==> src/rtl/ofs_align_pkg.sv <==
package ofs_align_pkg;
  typedef enum logic {
    MS_IDLE  = 1'b0,
    MS_ARMED = 1'b1
  } meas_state_e;
endpackage

==> src/rtl/ofs_regfile.sv <==
module ofs_regfile #(
  parameter int NUM_STREAMS = 8,
  parameter int OFS_W       = 4,
  parameter int FPR         = 4,
  parameter int REG_W       = 16,
  parameter int AW          = 1
) (
  input  logic                         clk,
  input  logic                         rst_n,
  input  logic                         frame_pulse,
  input  logic                         cfg_we,
  input  logic [AW-1:0]                cfg_addr,
  input  logic [REG_W-1:0]             cfg_wdata,
  output logic [NUM_STREAMS*OFS_W-1:0] act_ofs
);
  logic [NUM_STREAMS*OFS_W-1:0] pend_ofs;

  for (genvar s = 0; s < NUM_STREAMS; s++) begin : g_fld
    localparam int RI = s / FPR;
    localparam int FI = s % FPR;
    always_ff @(posedge clk or negedge rst_n) begin
      if (!rst_n) begin
        pend_ofs[s*OFS_W +: OFS_W] <= '0;
        act_ofs[s*OFS_W +: OFS_W]  <= '0;
      end else begin
        if (frame_pulse)
          act_ofs[s*OFS_W +: OFS_W] <= pend_ofs[s*OFS_W +: OFS_W];
        if (cfg_we && cfg_addr == AW'(RI))
          pend_ofs[s*OFS_W +: OFS_W] <= cfg_wdata[FI*OFS_W +: OFS_W];
      end
    end
  end

  AST_ACTIVE_HOLD: assert property (@(posedge clk) disable iff (!rst_n)
    !frame_pulse |=> $stable(act_ofs));
endmodule

==> src/rtl/ofs_frame_timer.sv <==
module ofs_frame_timer #(
  parameter int TCW = 9
) (
  input  logic           clk,
  input  logic           rst_n,
  input  logic           frame_pulse,
  output logic           started,
  output logic [TCW-1:0] tcnt
);
  always_ff @(posedge clk or negedge rst_n) begin
    if (!rst_n) begin
      started <= 1'b0;
      tcnt    <= '0;
    end else if (frame_pulse) begin
      started <= 1'b1;
      tcnt    <= '0;
    end else if (tcnt != '1) begin
      tcnt <= tcnt + 1'b1;
    end
  end
endmodule

==> src/rtl/ofs_lane.sv <==
module ofs_lane
  import ofs_align_pkg::*;
#(
  parameter int OFS_W       = 4,
  parameter int TCW         = 9,
  parameter int FRAME_TICKS = 128,
  parameter int TPB_LOG     = 3
) (
  input  logic             clk,
  input  logic             rst_n,
  input  logic             frame_pulse,
  input  logic             meas_en,
  input  logic             started,
  input  logic [TCW-1:0]   tcnt,
  input  logic [OFS_W-1:0] ofs,
  input  logic             ser,
  output logic             out_valid,
  output logic             out_bit,
  output logic             done,
  output logic [OFS_W-1:0] value
);
  localparam logic [TCW-1:0]     FT_V  = TCW'(FRAME_TICKS);
  localparam logic [TPB_LOG-1:0] PH_V  = TPB_LOG'((1 << TPB_LOG) / 2);
  localparam logic [OFS_W-1:0]   CMAX  = '1;

  logic [TCW-1:0] ofs_ext, diff;
  logic           strobe;
  meas_state_e    mstate;
  logic [OFS_W-1:0] mcnt;
  logic           prev;

  assign ofs_ext = TCW'(ofs);
  assign diff    = tcnt - ofs_ext;
  assign strobe  = started && (tcnt >= ofs_ext) && (diff < FT_V) &&
                   (diff[TPB_LOG-1:0] == PH_V);

  always_ff @(posedge clk or negedge rst_n) begin
    if (!rst_n) begin
      out_valid <= 1'b0;
      out_bit   <= 1'b0;
    end else begin
      out_valid <= strobe;
      if (strobe) out_bit <= ser;
    end
  end

  always_ff @(posedge clk or negedge rst_n) begin
    if (!rst_n) begin
      mstate <= MS_IDLE;
      mcnt   <= '0;
      done   <= 1'b0;
      value  <= '0;
      prev   <= 1'b0;
    end else begin
      prev <= ser;
      if (frame_pulse && meas_en) begin
        mstate <= MS_ARMED;
        mcnt   <= OFS_W'(1);
        done   <= 1'b0;
      end else if (mstate == MS_ARMED) begin
        if (ser && !prev) begin
          value  <= mcnt;
          done   <= 1'b1;
          mstate <= MS_IDLE;
        end else if (mcnt == CMAX) begin
          mstate <= MS_IDLE;
        end else begin
          mcnt <= mcnt + 1'b1;
        end
      end
    end
  end

  AST_NO_STROBE_UNSTARTED: assert property (@(posedge clk) disable iff (!rst_n)
    !started |=> !out_valid);
  AST_SINGLE_CYCLE_VALID: assert property (@(posedge clk) disable iff (!rst_n)
    out_valid |=> !out_valid);
  AST_DONE_NONZERO: assert property (@(posedge clk) disable iff (!rst_n)
    done |-> value != '0);
  AST_DONE_STICKY: assert property (@(posedge clk) disable iff (!rst_n)
    done && !(frame_pulse && meas_en) |=> done);
  AST_ARM_CLEARS: assert property (@(posedge clk) disable iff (!rst_n)
    frame_pulse && meas_en |=> !done);
endmodule

==> src/rtl/frame_offset_aligner.sv <==
module frame_offset_aligner #(
  parameter int NUM_STREAMS   = 8,
  parameter int OFS_W         = 4,
  parameter int REG_W         = 16,
  parameter int TICKS_PER_BIT = 8,
  parameter int FRAME_BITS    = 16,
  localparam int FPR          = REG_W / OFS_W,
  localparam int NUM_REGS     = (NUM_STREAMS + FPR - 1) / FPR,
  localparam int AW           = (NUM_REGS > 1) ? $clog2(NUM_REGS) : 1
) (
  input  logic                         clk,
  input  logic                         rst_n,
  input  logic                         frame_pulse,
  input  logic                         meas_en,
  input  logic                         cfg_we,
  input  logic [AW-1:0]                cfg_addr,
  input  logic [REG_W-1:0]             cfg_wdata,
  input  logic [NUM_STREAMS-1:0]       ser_in,
  output logic [NUM_STREAMS-1:0]       samp_valid,
  output logic [NUM_STREAMS-1:0]       samp_bit,
  output logic [NUM_STREAMS-1:0]       meas_done,
  output logic [NUM_STREAMS*OFS_W-1:0] meas_count
);
  localparam int TPB_LOG     = $clog2(TICKS_PER_BIT);
  localparam int FRAME_TICKS = TICKS_PER_BIT * FRAME_BITS;
  localparam int TCW         = $clog2(FRAME_TICKS + (1 << OFS_W)) + 1;

  logic [NUM_STREAMS*OFS_W-1:0] act_ofs;
  logic                         started;
  logic [TCW-1:0]               tcnt;

  ofs_regfile #(
    .NUM_STREAMS(NUM_STREAMS), .OFS_W(OFS_W), .FPR(FPR),
    .REG_W(REG_W), .AW(AW)
  ) u_regs (
    .clk(clk), .rst_n(rst_n), .frame_pulse(frame_pulse),
    .cfg_we(cfg_we), .cfg_addr(cfg_addr), .cfg_wdata(cfg_wdata),
    .act_ofs(act_ofs)
  );

  ofs_frame_timer #(.TCW(TCW)) u_timer (
    .clk(clk), .rst_n(rst_n), .frame_pulse(frame_pulse),
    .started(started), .tcnt(tcnt)
  );

  for (genvar s = 0; s < NUM_STREAMS; s++) begin : g_lane
    ofs_lane #(
      .OFS_W(OFS_W), .TCW(TCW), .FRAME_TICKS(FRAME_TICKS), .TPB_LOG(TPB_LOG)
    ) u_lane (
      .clk(clk), .rst_n(rst_n), .frame_pulse(frame_pulse), .meas_en(meas_en),
      .started(started), .tcnt(tcnt), .ofs(act_ofs[s*OFS_W +: OFS_W]),
      .ser(ser_in[s]), .out_valid(samp_valid[s]), .out_bit(samp_bit[s]),
      .done(meas_done[s]), .value(meas_count[s*OFS_W +: OFS_W])
    );
  end
endmodule

==> config.mk <==
export PLATFORM = sky130hd
export DESIGN_NAME = frame_offset_aligner
export DESIGN_NICKNAME = d
export VERILOG_FILES = /design/src/rtl/ofs_align_pkg.sv /design/src/rtl/ofs_regfile.sv /design/src/rtl/ofs_frame_timer.sv /design/src/rtl/ofs_lane.sv /design/src/rtl/frame_offset_aligner.sv
export SDC_FILE = /design/constraint.sdc
export NUM_CORES = 1
export LEC_CHECK = 0
export ABC_AREA = 1
export BUFFER_PORTS_ARGS = -buffer_cell sky130_fd_sc_hd__buf_4
export CORE_MARGIN = 2
export CORE_UTILIZATION = 37
export CTS_CLUSTER_DIAMETER = 80
export CTS_CLUSTER_SIZE = 14
export DETAILED_ROUTE_END_ITERATION = 12
export PLACE_DENSITY = 0.53
export SLEW_MARGIN = 30
export SYNTH_ARGS = -nofsm -noshare
export SYNTH_HDL_FRONTEND = slang
export SYNTH_SLANG_ARGS = --single-unit
==> constraint.sdc <==
create_clock -name clk -period 2.2 [get_ports clk]
set_input_delay 0.33 -clock clk [delete_from_list [all_inputs] [get_ports clk]]
set_output_delay 0.33 -clock clk [all_outputs]
set_load 0.02 [all_outputs]
* Word-level counts from Yosys, hierarchy flattened
Cells that the tools add are included.
** Word-level totals
- Input bits :: 30
- Output and inout port bits :: 56
- Bits in registers :: 178
** Cells by class
- Mux-type cells :: 90
- $add $sub $neg :: 17
- Eq/ne operators :: 33
- Reduce and logical (&&, ||, !) cells :: 84
- $lt $le $gt $ge :: 16
- Bitwise logic cells :: 2
** Operators with widths (count)
- 2-to-1 mux 4 bit :: 32
- greater-or-equal comparator 9 x 4 -> 1 bit :: 8
- < comparator 9 x 8 -> 1 bit, second input constant :: 8
- subtractor 9 x 4 -> 9 bit :: 8
- 2-to-1 mux 1 bit :: 56
- AND reduction 3 bit :: 16
- logical AND 1 bit :: 35
- nonzero test 2 bit :: 17
- adder 4 x 1 -> 4 bit, second input constant :: 8
- == test 4 bit, second input constant :: 8
- inequality test 2 bit, second input constant :: 14
- == test 3 bit, second input constant :: 8
- 2-to-1 mux 9 bit :: 2
- AND reduction 2 bit :: 8
- adder 9 x 1 -> 9 bit, second input constant :: 1
- inequality test 9 bit, second input constant :: 1
- zero test 1 bit :: 8
- inequality test 2 x 1 -> 1 bit, second input constant :: 2
- NOT 1 bit :: 2

* Longest topological paths before layout
Gate-level depths: netlist (run 1).
- Depth in word-level cells :: 5
- Gate-level depth with buffers :: 13
- Depth with buffers taken out :: 13

* Cells and area by module
Synthesis (run 1) repeated with hierarchy kept, for this count alone.
** Second synthesis, totals
- Cell total of the unflattened synthesis :: 1140
- Area, all modules :: 9327.7 sq um
** Modules (own cells, without submodules)
- ofs_lane :: cells an instance 100, times used 8, area each 779.5 sq um, sequential area each 325.3 sq um
- ofs_regfile :: cells an instance 275, times used 1, area each 2556.2 sq um, sequential area each 1601.5 sq um
- ofs_frame_timer :: cells an instance 65, times used 1, area each 535.5 sq um, sequential area each 250.2 sq um

* Least setup slack after synthesis (run 1)
OpenSTA, ideal clock, no wires.
- Path type :: register to register
- Start :: register u_timer.tcnt[1]
- End :: register u_timer.tcnt[7]
- Required time :: 2078 ps
- Clock period less this slack :: 1839 ps
- Library setup time :: 122 ps
- Stages on the path, launching flop included :: 14
- Buffers on the path :: 0
- Data arrival time :: 1717 ps
- Slack :: 361 ps
- Cell sequence :: dfrtp_1 -> ha_1 -> nand4_1 -> nor4_1 -> ha_1 -> inv_2 -> nand2_2 -> nor2_1 -> nand2_1 -> inv_1 -> nand3_1 -> o21ai_1 -> nand2_1 -> nor2_1
** On the way
- Cells in the longest elaborated chain, start to end :: 3
** Ends and longest elaborated chain
- from (decl) :: line ofs_frame_timer.sv:8 : output logic [TCW-1:0] tcnt
- from (signal assigned) :: line ofs_frame_timer.sv:18 : tcnt <= tcnt + 1'b1;
- adder 9 x 1 -> 9 bit :: line ofs_frame_timer.sv:18
- 2-to-1 mux 9 bit :: line ofs_frame_timer.sv:17 : end else if (tcnt != '1) begin
- 2-to-1 mux 9 bit :: line ofs_frame_timer.sv:14 : end else if (frame_pulse) begin
Parallel ways exist; a longest one is shown, timed or not. The select of a mux whose other input is x is not followed.
A chain may end at the register's enable or synchronous reset.

* Worst setup path after layout (run 1)
- Start :: register u_timer.tcnt[0]
- End :: register u_timer.tcnt[7]
The elaborated chain is that of the path after synthesis.

==> results of run 1 <==
==> synth_stat cells, drive strengths merged (10+ instances only) <==
cell type and n:
nor2 56, clkbuf 10, nand2 301, buf 36
dfrtp 178, a21oi 21, nor3 12, o21ai 86
xor2 12, ha 42, nand3 57, inv 105
==> final cells by class <==
| type | instances | share of cell area, % |
|---|---|---|
| Timing Repair Buffer | 101 | 8.10 |
| Clock buffer | 19 | 4.63 |
| Tap cell | 280 | 3.58 |
| Inverter | 106 | 4.07 |
| Multi-Input combinational cell | 619 | 32.5 |
| Clock inverter | 13 | 1.64 |
| Sequential cell | 178 | 45.5 |
==> through the flow <==
| step | setup WS, ps | hold slack, ps | area, sq um | util, % | total power [W] |
|---|---|---|---|---|---|
| 4_1_cts | 290 | 0.884 | 9770 | 44.5 | 0.0103 |
| 3_3_place_gp | 352 | 364 | 9150 | 41.7 | 0.00708 |
| 6_report | 267 | 29.7 | 9780 | 44.5 | 0.0102 |
| 5_1_grt | 23.0 | 16.4 | 9780 | 44.5 | 0.0109 |
| 3_5_place_dp | 313 | 363 | 9150 | 41.7 | 0.00712 |
| 2_1_floorplan | 361 | 34.4 | 8320 | - | 0.00623 |
==> per-layer routing <==
layer  share of wire, %  GRT usage, %
met3                3.2          2.71
met5                  0             0
met1                 52          22.0
met2                 43          22.0
met4                1.4          4.94
==> flip-flops by register name, summed over array words and instances (netlist names) <==
signal / flops
g_lane.u_lane.done: 8
g_lane.u_lane.mcnt: 32
g_lane.u_lane.mstate: 8
g_lane.u_lane.out_bit: 8
g_lane.u_lane.out_valid: 8
g_lane.u_lane.prev: 8
g_lane.u_lane.value: 32
u_regs.act_ofs: 32
u_regs.pend_ofs: 32
u_timer.started: 1
u_timer.tcnt: 9
==> report_power, final <==
group / switching, W / internal, W / total (W) / leakage (nW)
Combinational: 0.00144 / 0.00106 / 0.00250 / 2.61
Sequential: 0.000524 / 0.00399 / 0.00452 / 2.24
Clock: 0.00136 / 0.00178 / 0.00314 / 0.300
Total: 0.00332 / 0.00683 / 0.0102 / 5.15
==> worst max path at each step <==
stage | start | to | slack, ps | cells past startpoint
6_report | u_timer.tcnt[0] | u_timer.tcnt[7] | 270 | 13
5_1_grt | u_timer.tcnt[0] | u_timer.tcnt[6] | 20 | 11
4_1_cts | u_timer.tcnt[0] | u_timer.tcnt[7] | 290 | 13
3_5_place_dp | u_timer.tcnt[0] | u_timer.tcnt[7] | 310 | 13
3_3_place_gp | u_timer.tcnt[0] | u_timer.tcnt[7] | 350 | 13
2_1_floorplan | u_timer.tcnt[1] | u_timer.tcnt[7] | 360 | 13
==> worst register-to-register path, stage by stage, from the launching register on <==
cell and delay, ps:
dfrtp_1 400, ha_1 240, nand4_1 110, nor4_1 60
ha_1 220, inv_2 110, nand2_2 60, nor2_1 120
nand2_1 70, inv_1 90, nand3_1 110, o21ai_1 140
nand2_1 60, nor2_1 80
==> cells by family (layout without fill, tap and decap cells) <==
kind of cell / after synthesis / after routing / share of synthesized area, %
compound gates: 117 / 117 / 7.34
xor+xnor: 18 / 18 / 1.90
fa+ha+maj: 42 / 42 / 6.32
buf+inv: 152 / 239 / 8.29
flops: 178 / 178 / 53.6
simple gates: 442 / 442 / 22.6
==> repair_timing <==
action / CTS / global route
hold buffers: 1 / 1
setup buffers: 0 / 0
hold endpoints to repair: 87 / 1
==> metrics, run 1 <==
status=finished, final reports clean; EDFF count, synth=0; syn nets=1,021; kind of end point of the critical path=flip-flop; Routed wire per std cell=roughly 12 microns; Hold WC Path Type=input pin to flip-flop; post-route ant nets=0; n_diodes=0; FP Rows=54; internal reg-to-reg setup slack=270 ps; worst-margin pin slew=680 ps; sequential share of the synthesized area=~54%; Finished Layout Cells=about 1.3k; I/O Pins=86; Max H-tree Level=4; Tmin final=1930 ps; synth top area cells=dfrtp_1 (54%), nand2_1 (13%), ha_1 (6.3%), o21ai_0 (5.0%), inv_1 (4.4%); drt total wl=16,400 microns; setup TNS=0 ps; Starting Density=37.9%; min-delay src=ser_in[5]; mean cell area of the mapped netlist=8.76 sq um; Worst Hold Path EP=g_lane[5].u_lane.prev; Pwr Density=1040 nW/um^2; maximum clock frequency=0.517 GHz; Clock Skew=11.6 ps; max_cap viols=0; layout cells sized above 1=15.5%; vias in the first global route=between 5k and 6k; Die W=154 microns; final number of setup-violating endpoints=0; Total Routing Usage GR=between 10% and 20%; Residual DRC=0; cells along the critical path=ha_1, nand4_1, nor4_1, ha_1, inv_2, nand2_2, nor2_1, nand2_1, inv_1, nand3_1, o21ai_1, nand2_1, nor2_1; count of cell types in the netlist=36; Clk Latency, worst-skew pair=~430 ps; capturing point of the worst reg2reg path=u_timer.tcnt[7]; Setup Crit Path Kind=flip-flop to flip-flop; Post-DP HPWL=11,600 microns; FILL cells=about 2.2k; Routability Congestion=0.813; commonest cells after routing, fill and taps aside=nand2_1 (297), dfrtp_1 (178), inv_1 (97); crit path max fanout=6; First-pass DRT Iterations=5; Initial DRC Count=252; FFs w/ async S/R, synth=100%; RSZ-0062 raised after global routing=no; Num CTS Buffers=17; max incr delay on CP=400 ps; initial antenna violation count=0; relative slew slack=a little over half; r2r startpoint=u_timer.tcnt[0]; largest net degree at the start of global routing=about 110; total number of vias=5,975; slowest stage cell on the critical path=dfrtp_1; crit path DAT=2290 ps; VDD IR max=0.441 mV; Worst EP required=2560 ps; CTS sink cnt=178; mapped cell area=a little over 8000 sq um; port bufs=85; CTS root buf=clkbuf_16; Post-CTS Resized=0; P&R area growth vs syn=17.6%; Final Cycle Share=87.9%; top_reg_cell synth=dfrtp_1; CTS max path bufs=2; Gate Count Post-Synth=949; WP buf/inv=2; crit path launch type=flip-flop; Yosys top cell area share=53.6%; post-synth top area cell=dfrtp_1; hold path depth=1; Largest delay share family, worst path=simple AND/OR/NAND/NOR gates; LEAKAGE=5.15 nW; Via-to-Cell Ratio=4.54; Yosys warnings=0; Reg area=roughly 4500 sq um; grt ovf=0; Die Y-Extent=between 150 and 200 microns; leading cell type in the layout, fill and taps excluded=nand2_1; Max Transition Viols Final=0; post-synthesis register bit count=178; clk slew on worst S/H paths=70 ps; cell total after placement=between 1k and 1.5k; cell depth of the worst flop-to-flop path=13; CTS tree=built; first-pass GRT wire length=28,500 microns; area of the multi-input gates=3170 sq um; Core Region=22,000 sq um; final hold vios=0; Die ar.=23,700 sq um; layout net count=around 1.1k
Power figures use the tool's default switching activity.
==> inputs of run 2 (changes only) <==
--- a/config.mk
+++ b/config.mk
@@ -9,6 +9,7 @@
 export BUFFER_PORTS_ARGS = -buffer_cell sky130_fd_sc_hd__buf_4
 export CORE_MARGIN = 2
 export CORE_UTILIZATION = 37
+export CTS_BUF_LIST = sky130_fd_sc_hd__clkbuf_4 sky130_fd_sc_hd__clkbuf_8
 export CTS_CLUSTER_DIAMETER = 80
 export CTS_CLUSTER_SIZE = 14
 export DETAILED_ROUTE_END_ITERATION = 12
@@ -17,3 +18,4 @@
 export SYNTH_ARGS = -nofsm -noshare
 export SYNTH_HDL_FRONTEND = slang
 export SYNTH_SLANG_ARGS = --single-unit
+export TNS_END_PERCENT = 50
==> metrics, run 2 (synthesized netlist as in run 1, its figures left out) <==
Starting Density=around 38%; CTS root buf=clkbuf_8; Clock power frac=approximately 25%; crit path DAT=2330 ps; Post-CTS Resized=0; Clk Latency, worst-skew pair=470 ps; FILL cells=~2.2k; post-route ant nets=0; CP startpoint=u_timer.tcnt[0]; Num CTS Buffers=17; n_diodes=0; relative slew slack=58.3%; power share of the combinational group=26.7%; clk slew on worst S/H paths=100 ps; Final Cycle Share=about nine tenths; instance count on the critical path=13; crit path launch type=flip-flop; worst-margin pin slew=625 ps; crit path max fanout=6; post-CTS setup buffers=0; cell depth of the worst flop-to-flop path=13; layout net count=1,102; Tmin final=1940 ps; vias in the first global route=5,720; Clock Skew=15.4 ps; CTS max path bufs=2; Die Y-Extent=154 microns; largest net degree at the start of global routing=111; Via-to-Cell Ratio=4.50; Pwr Density=slightly below 1000 nW/um^2; CP endpoint=u_timer.tcnt[7]; Total Routing Usage GR=14.8%; final hold slack=about 130 ps; cells along the critical path=ha_1, nand4_1, nor4_1, ha_1, inv_2, nand2_2, nor2_1, nand2_1, inv_1, nand3_1, o21ai_1, nand2_1, nor2_1; Seq pwr share=48.0%; maximum clock frequency=0.516 GHz; Die W=154 microns; first-pass GRT wire length=28,400 microns; leading cell type in the layout, fill and taps excluded=nand2_1; CTS tree=built; Residual DRC=0; capturing point of the worst reg2reg path=u_timer.tcnt[7]; initial antenna violation count=0; Cell Int Power=0.00617 W; Setup Crit Path Kind=flip-flop to flip-flop; FP Rows=54; LEAKAGE=5.09 nW; VDD IR max=0.320 mV; Max H-tree Level=4; Post-DP HPWL=about 12,000 microns; WP buf/inv=2; Max Transition Viols Final=0; Worst EP required=2590 ps; Largest delay share family, worst path=simple AND/OR/NAND/NOR gates; I/O Pins=86; Core Region=22,000 sq um; final hold vios=0; P&R area growth vs syn=16.2%; max incr delay on CP=between 400 and 500 ps; port bufs=85; CTS sink cnt=~180; layout cells sized above 1=15.4%; First-pass DRT Iterations=5; status=finished, final reports clean; r2r startpoint=u_timer.tcnt[0]; Routability Congestion=0.813; kind of end point of the critical path=flip-flop; Initial DRC Count=258; setup TNS=0 ps; RSZ-0062 raised after global routing=no; drt total wl=16,300 microns; internal reg-to-reg setup slack=260 ps; Hold WC Path Type=input pin to flip-flop; final number of setup-violating endpoints=0; grt ovf=0; total number of vias=5,957; max_cap viols=0; switching part of the total=between 30% and 40%; Die ar.=between 20,000 and 25,000 sq um; commonest cells after routing, fill and taps aside=nand2_1 (297), dfrtp_1 (178), inv_1 (97); total power=0.00940 W; Routed wire per std cell=12.3 microns; slowest stage cell on the critical path=dfrtp_1; Net Switching=0.00323 W
==> run 2: how the worst min path moves through the flow <==
stage,from,end,slack [ps],depth (start not counted)
floorplan,rst_n,g_lane[0].u_lane.done,30,0
detailed placement,rst_n,u_regs.pend_ofs[9],360,2
CTS,cfg_wdata[1],u_regs.pend_ofs[17],110,3
finish,cfg_wdata[4],u_regs.pend_ofs[20],130,3
global placement,rst_n,u_regs.pend_ofs[28],360,2
global route,cfg_wdata[2],u_regs.pend_ofs[18],130,3
==> run 2: final cells by class <==
cell class                      instances  area (sq um)  share of cell area, %
Clock buffer                           19           262                   2.71
Clock inverter                         13           160                   1.66
Inverter                              106           398                   4.12
Multi-Input combinational cell        619          3170                   32.9
Sequential cell                       178          4450                   46.1
Tap cell                              280           350                   3.63
Timing Repair Buffer                  108           862                   8.92
==> run 2: power by group through the flow <==
stage          Clock [W]  Combinational, W  Sequential [W]
4_1_cts          0.00247           0.00255         0.00452
3_3_place_gp           0           0.00250         0.00458
3_5_place_dp           0           0.00253         0.00458
2_1_floorplan          0           0.00151         0.00473
6_report         0.00238           0.00251         0.00451
5_1_grt          0.00262           0.00286         0.00463
==> run 2: worst register-to-register path: stages (launching register included) <==
cell	delay, ps
dfrtp_1	410
ha_1	240
nand4_1	110
nor4_1	60
ha_1	220
inv_2	110
nand2_2	60
nor2_1	120
nand2_1	70
inv_1	90
nand3_1	110
o21ai_1	140
nand2_1	60
nor2_1	80
==> run 2: repair_timing <==
action	CTS	global route
hold buffers	9	0
endpoints found under the hold margin	186	0
setup endpoints to repair	0	0
==> run 2: routing by layer <==
metal	global-route usage, %	vias up	wire length (microns)
met5	0	-	0
li1	-	3165	-
met1	22.0	2702	8820
met2	21.9	78	6860
met3	2.71	12	428
met4	4.67	0	195
==> run 2: through the flow <==
stage                     util (%)  instance area, sq um  setup WS (ps)  std cells
after detailed placement      41.7                  9150            313       1282
after floorplan                  -                  8320            361        949
after global placement        41.7                  9150            352       1282
after CTS                     44.0                  9660            289       1323
final                         44.0                  9660            260       1323
after global routing          44.0                  9660           26.5       1323
==> inputs of run 3 (changes only) <==
--- a/config.mk
+++ b/config.mk
@@ -13,7 +13,7 @@
 export CTS_CLUSTER_DIAMETER = 80
 export CTS_CLUSTER_SIZE = 14
 export DETAILED_ROUTE_END_ITERATION = 12
-export PLACE_DENSITY = 0.53
+export PLACE_DENSITY_LB_ADDON = 0.1
 export SLEW_MARGIN = 30
 export SYNTH_ARGS = -nofsm -noshare
 export SYNTH_HDL_FRONTEND = slang
==> metrics, run 3 (synthesized netlist as in run 1, its figures left out) <==
maximum clock frequency=0.526 GHz; Starting Density=between 30% and 40%; total number of vias=5,908; Pwr Density=961 nW/um^2; crit path max fanout=6; switching part of the total=34.2%; post-layout util=43.9%; Routed wire per std cell=12.6 microns; hold path depth=3; largest net degree at the start of global routing=59; commonest cells after routing, fill and taps aside=nand2_1 (297), dfrtp_1 (178), inv_1 (97); Hold WC Path Type=input pin to flip-flop; met2 routed WL=6920 microns; VDD IR max=0.397 mV; status=finished, final reports clean; WL met1=8970 microns; Max Transition Viols Final=0; Post-DP HPWL=11,900 microns; crit path launch type=flip-flop; CTS max path bufs=2; crit path DAT=between 2000 and 2500 ps; port bufs=85; Die ar.=23,700 sq um; Seq pwr share=around half; final design instance area without fill=between 9000 and 10,000 sq um; initial antenna violation count=0; met3 WL=554 microns; CTS sink cnt=178; Worst EP required=2580 ps; cell total after placement=1,281; CTS root buf=clkbuf_8; first-pass GRT wire length=around 28,000 microns; Total Routing Usage GR=between 10% and 20%; Setup Crit Path Kind=flip-flop to flip-flop; Max H-tree Level=4; cts hold-fix bufs=9; power share of the combinational group=approximately 27%; post-CTS setup buffers=0; n_diodes=0; clk slew on worst S/H paths=about 90 ps; Residual DRC=0; max_cap viols=0; grt ovf=0; Core Region=roughly 22,000 sq um; Tmin final=1900 ps; Routability Congestion=0.759; Final Cycle Share=between 80 and 90%; layout cells sized above 1=~15%; post-route ant nets=0; final number of setup-violating endpoints=0; Die Y-Extent=around 150 microns; leading cell type in the layout, fill and taps excluded=nand2_1; Clk Latency, worst-skew pair=450 ps; Clock power frac=a little under a quarter; worst-margin pin slew=517 ps; FP Rows=54; placed inst area=9170 sq um; RSZ-0062 raised after global routing=no; final hold slack=141 ps; vias in the first global route=5,645; Clock Skew=10.9 ps; layout net count=approximately 1.1k; CTS tree=built; Post-CTS Resized=0; Top Layer Used=met4; setup TNS=0 ps; P&R area growth vs syn=15.9%; Die W=154 microns; kind of end point of the critical path=flip-flop; FILL cells=around 2.2k; Initial DRC Count=250; Net Switching=~0.0032 W; Num CTS Buffers=17; final hold vios=0; Finished Layout Cells=1,320; relative slew slack=65.5%; LEAKAGE=5.08 nW; drt total wl=around 17,000 microns; Via-to-Cell Ratio=around 4.5; Cell Int Power=0.00609 W; cell depth of the worst flop-to-flop path=13; I/O Pins=86; First-pass DRT Iterations=4
-- run 3: changes by cell type in the layout (fill, tap and decap cells not counted), sizes merged --
cell	previous run	this run
clkbuf	19	18
clkinvlp	1	2
clkinv	2	7
buf	99	98
inv	114	107
-- run 3: metrics by stage --
stage / setup WS [ps] / power (W)
global route: 66.5 / 0.00993
detailed placement: 323 / 0.00714
finish: 298 / 0.00926
global placement: 347 / 0.00709
floorplan: 361 / 0.00623
CTS: 291 / 0.00941
-- run 3: layout make-up --
class | instances | area [sq um] | area share, %
Clock buffer | 18 | 248 | 2.57
Clock inverter | 12 | 134 | 1.39
Inverter | 106 | 398 | 4.13
Multi-Input combinational cell | 619 | 3170 | 32.9
Sequential cell | 178 | 4450 | 46.2
Tap cell | 280 | 350 | 3.63
Timing Repair Buffer | 107 | 880 | 9.13
-- run 3: final timing paths --
check,start,end,slack (ps)
worst min register to register,g_lane[4].u_lane.value[0],g_lane[4].u_lane.value[0],480
worst max register to register,u_timer.tcnt[0],u_timer.tcnt[7],300
min in group asynchronous,rst_n,g_lane[3].u_lane.value[3],360
worst max-delay path,u_timer.tcnt[0],u_timer.tcnt[7],300
worst min-delay path,cfg_wdata[9],u_regs.pend_ofs[9],140
max in group asynchronous,rst_n,u_regs.act_ofs[19],1200
-- run 3: power by group through the flow --
stage / Sequential, W / Combinational (W) / Clock [W]
after CTS: 0.00452 / 0.00257 / 0.00231
final: 0.00452 / 0.00252 / 0.00222
after global placement: 0.00458 / 0.00252 / 0
after detailed placement: 0.00459 / 0.00255 / 0
after global routing: 0.00462 / 0.00287 / 0.00244
after floorplan: 0.00473 / 0.00151 / 0
-- run 3: per-layer routing --
| metal | up-vias | global-route usage [%] |
|---|---|---|
| li1 | 3149 | - |
| met1 | 2652 | 22.4 |
| met2 | 96 | 21.7 |
| met3 | 11 | 2.79 |
| met4 | 0 | 4.67 |
| met5 | - | 0 |
-- run 3: worst max-delay path, stage by stage, from the launching register on --
cell and delay [ps]:
dfrtp_1 410, ha_1 240, nand4_1 90, nor4_1 50, ha_1 220, inv_2 110, nand2_2 60, nor2_1 120
nand2_1 60, inv_1 80, nand3_1 110, o21ai_1 140, nand2_1 60, nor2_1 80
